$ cat src/rtl/dirround_fixup.sv
module dirround_fixup #(
  parameter int W = 32
) (
  input  logic           clk,
  input  logic           rst_n,
  input  logic [2*W-1:0] res_in,
  input  logic           src_sign_hi,
  input  logic           src_sign_lo,
  input  logic           inexact_hi,
  input  logic           inexact_lo,
  input  logic [1:0]     rnd_mode,
  input  logic [1:0]     fmt,
  input  logic [1:0]     op_class,
  output logic [2*W-1:0] res_out
);
  localparam int D = 2 * W;

  wire [W-1:0] lo_w = res_in[W-1:0];
  wire [W-1:0] hi_w = res_in[D-1:W];

  wire to_pinf  = (rnd_mode == 2'd2);
  wire directed = rnd_mode[1];
  wire is_flt   = (op_class == 2'd0);
  wire is_uns   = (op_class == 2'd1);
  wire is_sgn   = (op_class == 2'd2);
  wire is_trz   = (op_class == 2'd3);

  wire en_lo = directed && !is_trz && inexact_lo;
  wire en_hi = directed && !is_trz && inexact_hi;

  logic s_lo, s_hi;
  always_comb begin
    s_lo = lo_w[W-1];
    s_hi = hi_w[W-1];
    if (is_uns) begin
      s_lo = 1'b0;
      s_hi = 1'b0;
    end else if (is_sgn) begin
      if (fmt == 2'd1) begin
        s_hi = (lo_w == '0) ? src_sign_hi : lo_w[W-1];
      end else begin
        if (lo_w == '0) s_lo = src_sign_lo;
        if (hi_w == '0) s_hi = src_sign_hi;
      end
    end
  end

  function automatic logic [W-1:0] adj(input logic [W-1:0] v, input logic sgn,
                                       input logic en, input logic pinf, input logic flt);
    logic up, dn;
    up = en && (pinf ? !sgn : (sgn && flt));
    dn = en && !pinf && sgn && !flt;
    if (up)      adj = v + 1'b1;
    else if (dn) adj = v - 1'b1;
    else         adj = v;
  endfunction

  wire dbl_up = en_lo && (to_pinf ? !s_hi : s_hi);

  logic [D-1:0] fixed;
  always_comb begin
    case (fmt)
      2'd0: fixed = {hi_w, adj(lo_w, s_lo, en_lo, to_pinf, is_flt)};
      2'd1: fixed = is_flt ? (dbl_up ? res_in + 1'b1 : res_in)
                           : {hi_w, adj(lo_w, s_hi, en_lo, to_pinf, 1'b0)};
      2'd2: fixed = {adj(hi_w, s_hi, en_hi, to_pinf, is_flt),
                     adj(lo_w, s_lo, en_lo, to_pinf, is_flt)};
      default: fixed = res_in;
    endcase
  end

  always_ff @(posedge clk or negedge rst_n) begin
    if (!rst_n) res_out <= '0;
    else        res_out <= fixed;
  end
endmodule

$ cat config.mk
export PLATFORM = sky130hd
export DESIGN_NAME = dirround_fixup
export DESIGN_NICKNAME = d
export VERILOG_FILES = /design/src/rtl/dirround_fixup.sv
export SDC_FILE = /design/constraint.sdc
export NUM_CORES = 1
export LEC_CHECK = 0
export ABC_CLOCK_PERIOD_IN_PS = 800
export BUFFER_PORTS_ARGS = -buffer_cell sky130_fd_sc_hd__buf_2
export CORE_UTILIZATION = 57
export DETAILED_ROUTE_END_ITERATION = 8
export PLACE_DENSITY = 0.83
export SYNTH_ARGS = -nofsm -noshare
export SYNTH_HDL_FRONTEND = slang
export SYNTH_SLANG_ARGS = --single-unit
$ cat constraint.sdc
create_clock -name clk -period 0.8 [get_ports clk]
set_clock_uncertainty 0.05 [all_clocks]
set_input_delay 0.04 -clock clk [delete_from_list [all_inputs] [get_ports clk]]
set_output_delay 0.04 -clock clk [all_outputs]
set_load 0.02 [all_outputs]
==> results of run 1 <==
[cells by family after synthesis]
kind of cell / count (synthesis) / share of synthesized area [%]
flip-flops: 64 / 24.1
XOR/XNOR: 68 / 8.97
multiplexers: 10 / 1.79
buffers and inverters: 97 / 5.82
AND/OR/NAND/NOR: 384 / 30.4
adder cells (fa/ha/maj): 4 / 0.754
AO/OA/AOI/OAI: 284 / 28.1
[synthesized netlist by cell type, drive strengths merged (18+ instances only)]
cell / n / area share, %
nor2: 81 / 4.6
o21ai: 75 / 5.7
nand2: 69 / 3.9
clkbuf: 68 / 3.9
dfrtp: 64 / 24
a21oi: 61 / 4.7
nand3: 49 / 3.7
nor3: 44 / 3.4
xnor2: 39 / 5.1
and3: 30 / 2.8
xor2: 29 / 3.8
nor4: 27 / 2.8
a31oi: 21 / 2.0
nand4: 18 / 1.9
[stage by stage]
step | TNS (ps) | cell area (µm²) | hold WS [ps] | util [%] | instances
after detailed placement | -134700 | 9900 | -137 | 87.1 | 1436
after global placement | -128770 | 9900 | -137 | 87.1 | 1436
after floorplan | -109650 | 6880 | -306 | - | 911
==> flow_summary_export.csv, run 1 <==
group,metric,value,unit
clocking,cts_resized,336,
floorplan,die_h,110,µm
clocking,cts_root_buf,"clkbuf_16",
yosys,yosysWarnings,0,
clocking,cts_buffer_depth,2,
floorplan,rows,39,
yosys,ys_async_sr_fraction,100,%
floorplan,start_util,58.4,%
outcome,outcome,"aborted with a tool error",
placed_design,pre_cts_ws,-2270,ps
outcome,outcome.stop_stage,"4_1_cts",
yosys,synth-edff-count,0,
yosys,avgSynthCellArea,7.29,µm²
yosys,synth-seq-cells,64,
placed_design,hpwl,24700,µm
clocking,clock_sinks,64,
yosys,synthesis.area,0.00664,mm²
clocking,postCtsSetupBuffers,42,
clocking,hold_buffers,1,
clocking,numCtsBuffers,9,
placed_design,port_buffers,139,
yosys,synthCells,911,
yosys,ys_types,70,
clocking,htree_num_levels,3,
outcome,stop_error,"[ERROR DPL-0038] Utilization greater than 100%, impossible to legalize",
placed_design,place.gp.congestion,1.08,
yosys,synth_top_flop_cell,"dfrtp_1",
floorplan,ios,140,
floorplan,die_w,110,µm
yosys,ys_seq_area_share,24.1,%
yosys,syn-num-nets,991,
==> run 2, diff against run 1 <==
- CORE_UTILIZATION: 57 -> 40
- PLACE_DENSITY: 0.83 -> not set
- PLACE_DENSITY_LB_ADDON: not set -> 0.15
==> flow_summary_export.csv, run 2 <==
group,metric,value,unit
final_layout,final_common_cell,"buf_4",
clocking,cts_buffer_depth,2,
global_route,antenna_found_initial,1,
floorplan,die_area,0.0171,mm²
yosys,ys_async_sr_fraction,100,%
floorplan,rows,46,
outcome,violations,"hold timing, setup timing",
timing,setup_tns,-117040,ps
final_layout,diodes,0,
yosys,yosysWarnings,0,
drt,drtIter0Drc,1216,
global_route,grt_pass1_vias,9147,
yosys,synth-seq-cells,64,
setup_path,crit_required,970,ps
drt,vias_per_cell,6.09,
yosys,synth-edff-count,0,
final_layout,drive_gt1_share,47.7,%
final_layout,largest_register_ffs,64,
drt,first_pass_iters,6,
yosys,synthCells,911,
clocking,hold_buffers,11,
clocking,htree_num_levels,3,
clocking,cts_root_buf,"clkbuf_16",
drt,wl_per_cell,20.3,µm
power_and_ir_drop,ir_drop,1.05,mV
timing,finalWorstSetupSlack,-1820,ps
drt,vias,9552,
yosys,yosys.area.top_type_share,24.1,%
timing,drv_slew,0,
yosys,synth_top_flop_cell,"dfrtp_1",
timing,tightest_slew,687,ps
final_layout,nets,1428,
final_layout,stdcell_count,1569,
power_and_ir_drop,p_leak,5.05,nW
yosys,yosys-top-cells-area,"dfrtp_1 24%, o21ai_0 5.4%, xnor2_1 5.1%, nor2_1 4.6%, a21oi_1 4.5%",
clocking,tritoncts,"yes",
global_route,grt.total_usage,36.6,%
clocking,clock_sinks,64,
yosys,ys_types,70,
timing,rsz0062_at_grt,"true",
floorplan,start_util,41.4,%
yosys,synth.cells.most_frequent,"81 x nor2_1, 71 x o21ai_0, 69 x nand2_1, 67 x clkbuf_1, 64 x dfrtp_1",
floorplan,core,0.0161,mm²
yosys,ys_seq_area_share,24.1,%
hold_path,hold_class,"primary input to flip-flop",
setup_path,cp.arrival,2800,ps
drt,drt_wl_total,31800,µm
final_layout,final_cell_mix,"315 x buf_4, 96 x buf_6, 73 x buf_2",
floorplan,die_h,131,µm
global_route,grt_pass1_wl,47900,µm
timing,fmax,0.381,GHz
placed_design,place.gp.congestion,0.953,
outcome,outcome,"finished with violations",
timing,relSlewSlack,54.1,%
floorplan,ios,140,
final_layout,nFillCells,1217,
final_layout,syn_to_final_growth,79.3,%
clocking,cts.clk_slew.worst_paths,60,ps
drt,remaining_drc_errors,0,
placed_design,hpwl,22100,µm
timing,fin_crit,2620,ps
setup_path,startpoint_type,"primary input",
timing,fin_crit_sh,328,%
placed_design,dp.cells,1505,
yosys,syn-num-nets,991,
timing,setup_viol,128,
run,drv_cap,0,
setup_path,end_kind,"flip-flop",
power_and_ir_drop,powerDensity,1050,mW/mm²
yosys,yosysMostFrequentCell,"nor2_1",
placed_design,port_buffers,139,
yosys,synthesis.area,0.00664,mm²
global_route,grt_max_degree,65,
final_layout,reg_top3,"res_out: 64 flops",
final_layout,regMostFlops,"res_out",
floorplan,die_w,131,µm
yosys,yosysTopAreaCell,"dfrtp_1",
yosys,avgSynthCellArea,7.29,µm²
timing,worst_hold_slack,-68.7,ps
timing,final-hold-violation-count,14,
setup_path,crit_type,"primary input to flip-flop",
clocking,numCtsBuffers,9,
setup_path,critPathMaxFanout,7,
drt,ant_nets,0,
global_route,grt_overflow,0,
[run 2: final cells by class]
cell class	count	area, µm²	share of cell area (%)
Timing Repair Buffer	511	4220	35.5
Multi-Input combinational cell	750	5470	45.9
Tap cell	216	270	2.27
Sequential cell	64	1600	13.4
Inverter	12	45.0	0.378
Clock inverter	7	77.6	0.651
Clock buffer	9	225	1.89
[run 2: power breakdown]
group,switching (mW),total [mW],internal (mW)
sequential,0.131,3.62,3.49
combinational,2.47,4.65,2.19
clock,1.79,4.23,2.44
total,4.39,12.5,8.11
[run 2: worst paths after layout]
path,from,end,slack [ps],cells after the start
min in group asynchronous,rst_n,res_out[42],190,3
max in group asynchronous,rst_n,res_out[20],220,3
hold / removal,res_in[63],res_out[63],-70,3
setup / recovery,res_in[49],res_out[63],-1820,11
[run 2: logic make-up after synthesis]
group / after synthesis / synth area share (%)
simple gates: 384 / 30.4
fa+ha+maj: 4 / 0.754
xor+xnor: 68 / 8.97
flops: 64 / 24.1
mux: 10 / 1.79
compound gates: 284 / 28.1
buf+inv: 97 / 5.82
[run 2: through the flow]
stage	hold slack, ps	power (mW)	instance area, µm²	worst slack (ps)	utilization, %
global placement	41.0	7.26	9950	-2280	62.0
global route	-55.9	12.9	11900	-1890	74.2
finish	-68.7	12.5	11900	-1820	74.2
detailed placement	44.5	7.29	9950	-2320	62.0
CTS	-77.3	12.2	11300	-1730	70.3
floorplan	-306	5.44	6880	-1890	-
[run 2: timing repair]
action                     4_1_cts  5_1_grt
cloned                           0        1
buffers inserted                13       25
setup endpoints to repair      128      128
resized for setup              228       85
hold endpoints to repair        89       10
pin swaps                       26       56
[run 2: per-layer routing]
| layer | wire length (µm) | vias up | track usage (%) |
|---|---|---|---|
| li1 | - | 4309 | - |
| met4 | 1720 | 2 | 20.1 |
| met3 | 3050 | 151 | 8.06 |
| met5 | 12 | - | 0 |
| met2 | 14500 | 622 | 59.2 |
| met1 | 12500 | 4468 | 45.1 |
[run 2: worst max-delay path, cell delays in order]
cell and delay, ps:
buf_6 90, or4_4 530, or4_4 460, nor4_4 230
o2bb2ai_4 190, mux2i_1 330, nor3_2 60, buf_4 160
o21ai_2 310, o22ai_1 210, xor2_1 180
Note: power is estimated with default switching activity, not from simulation.
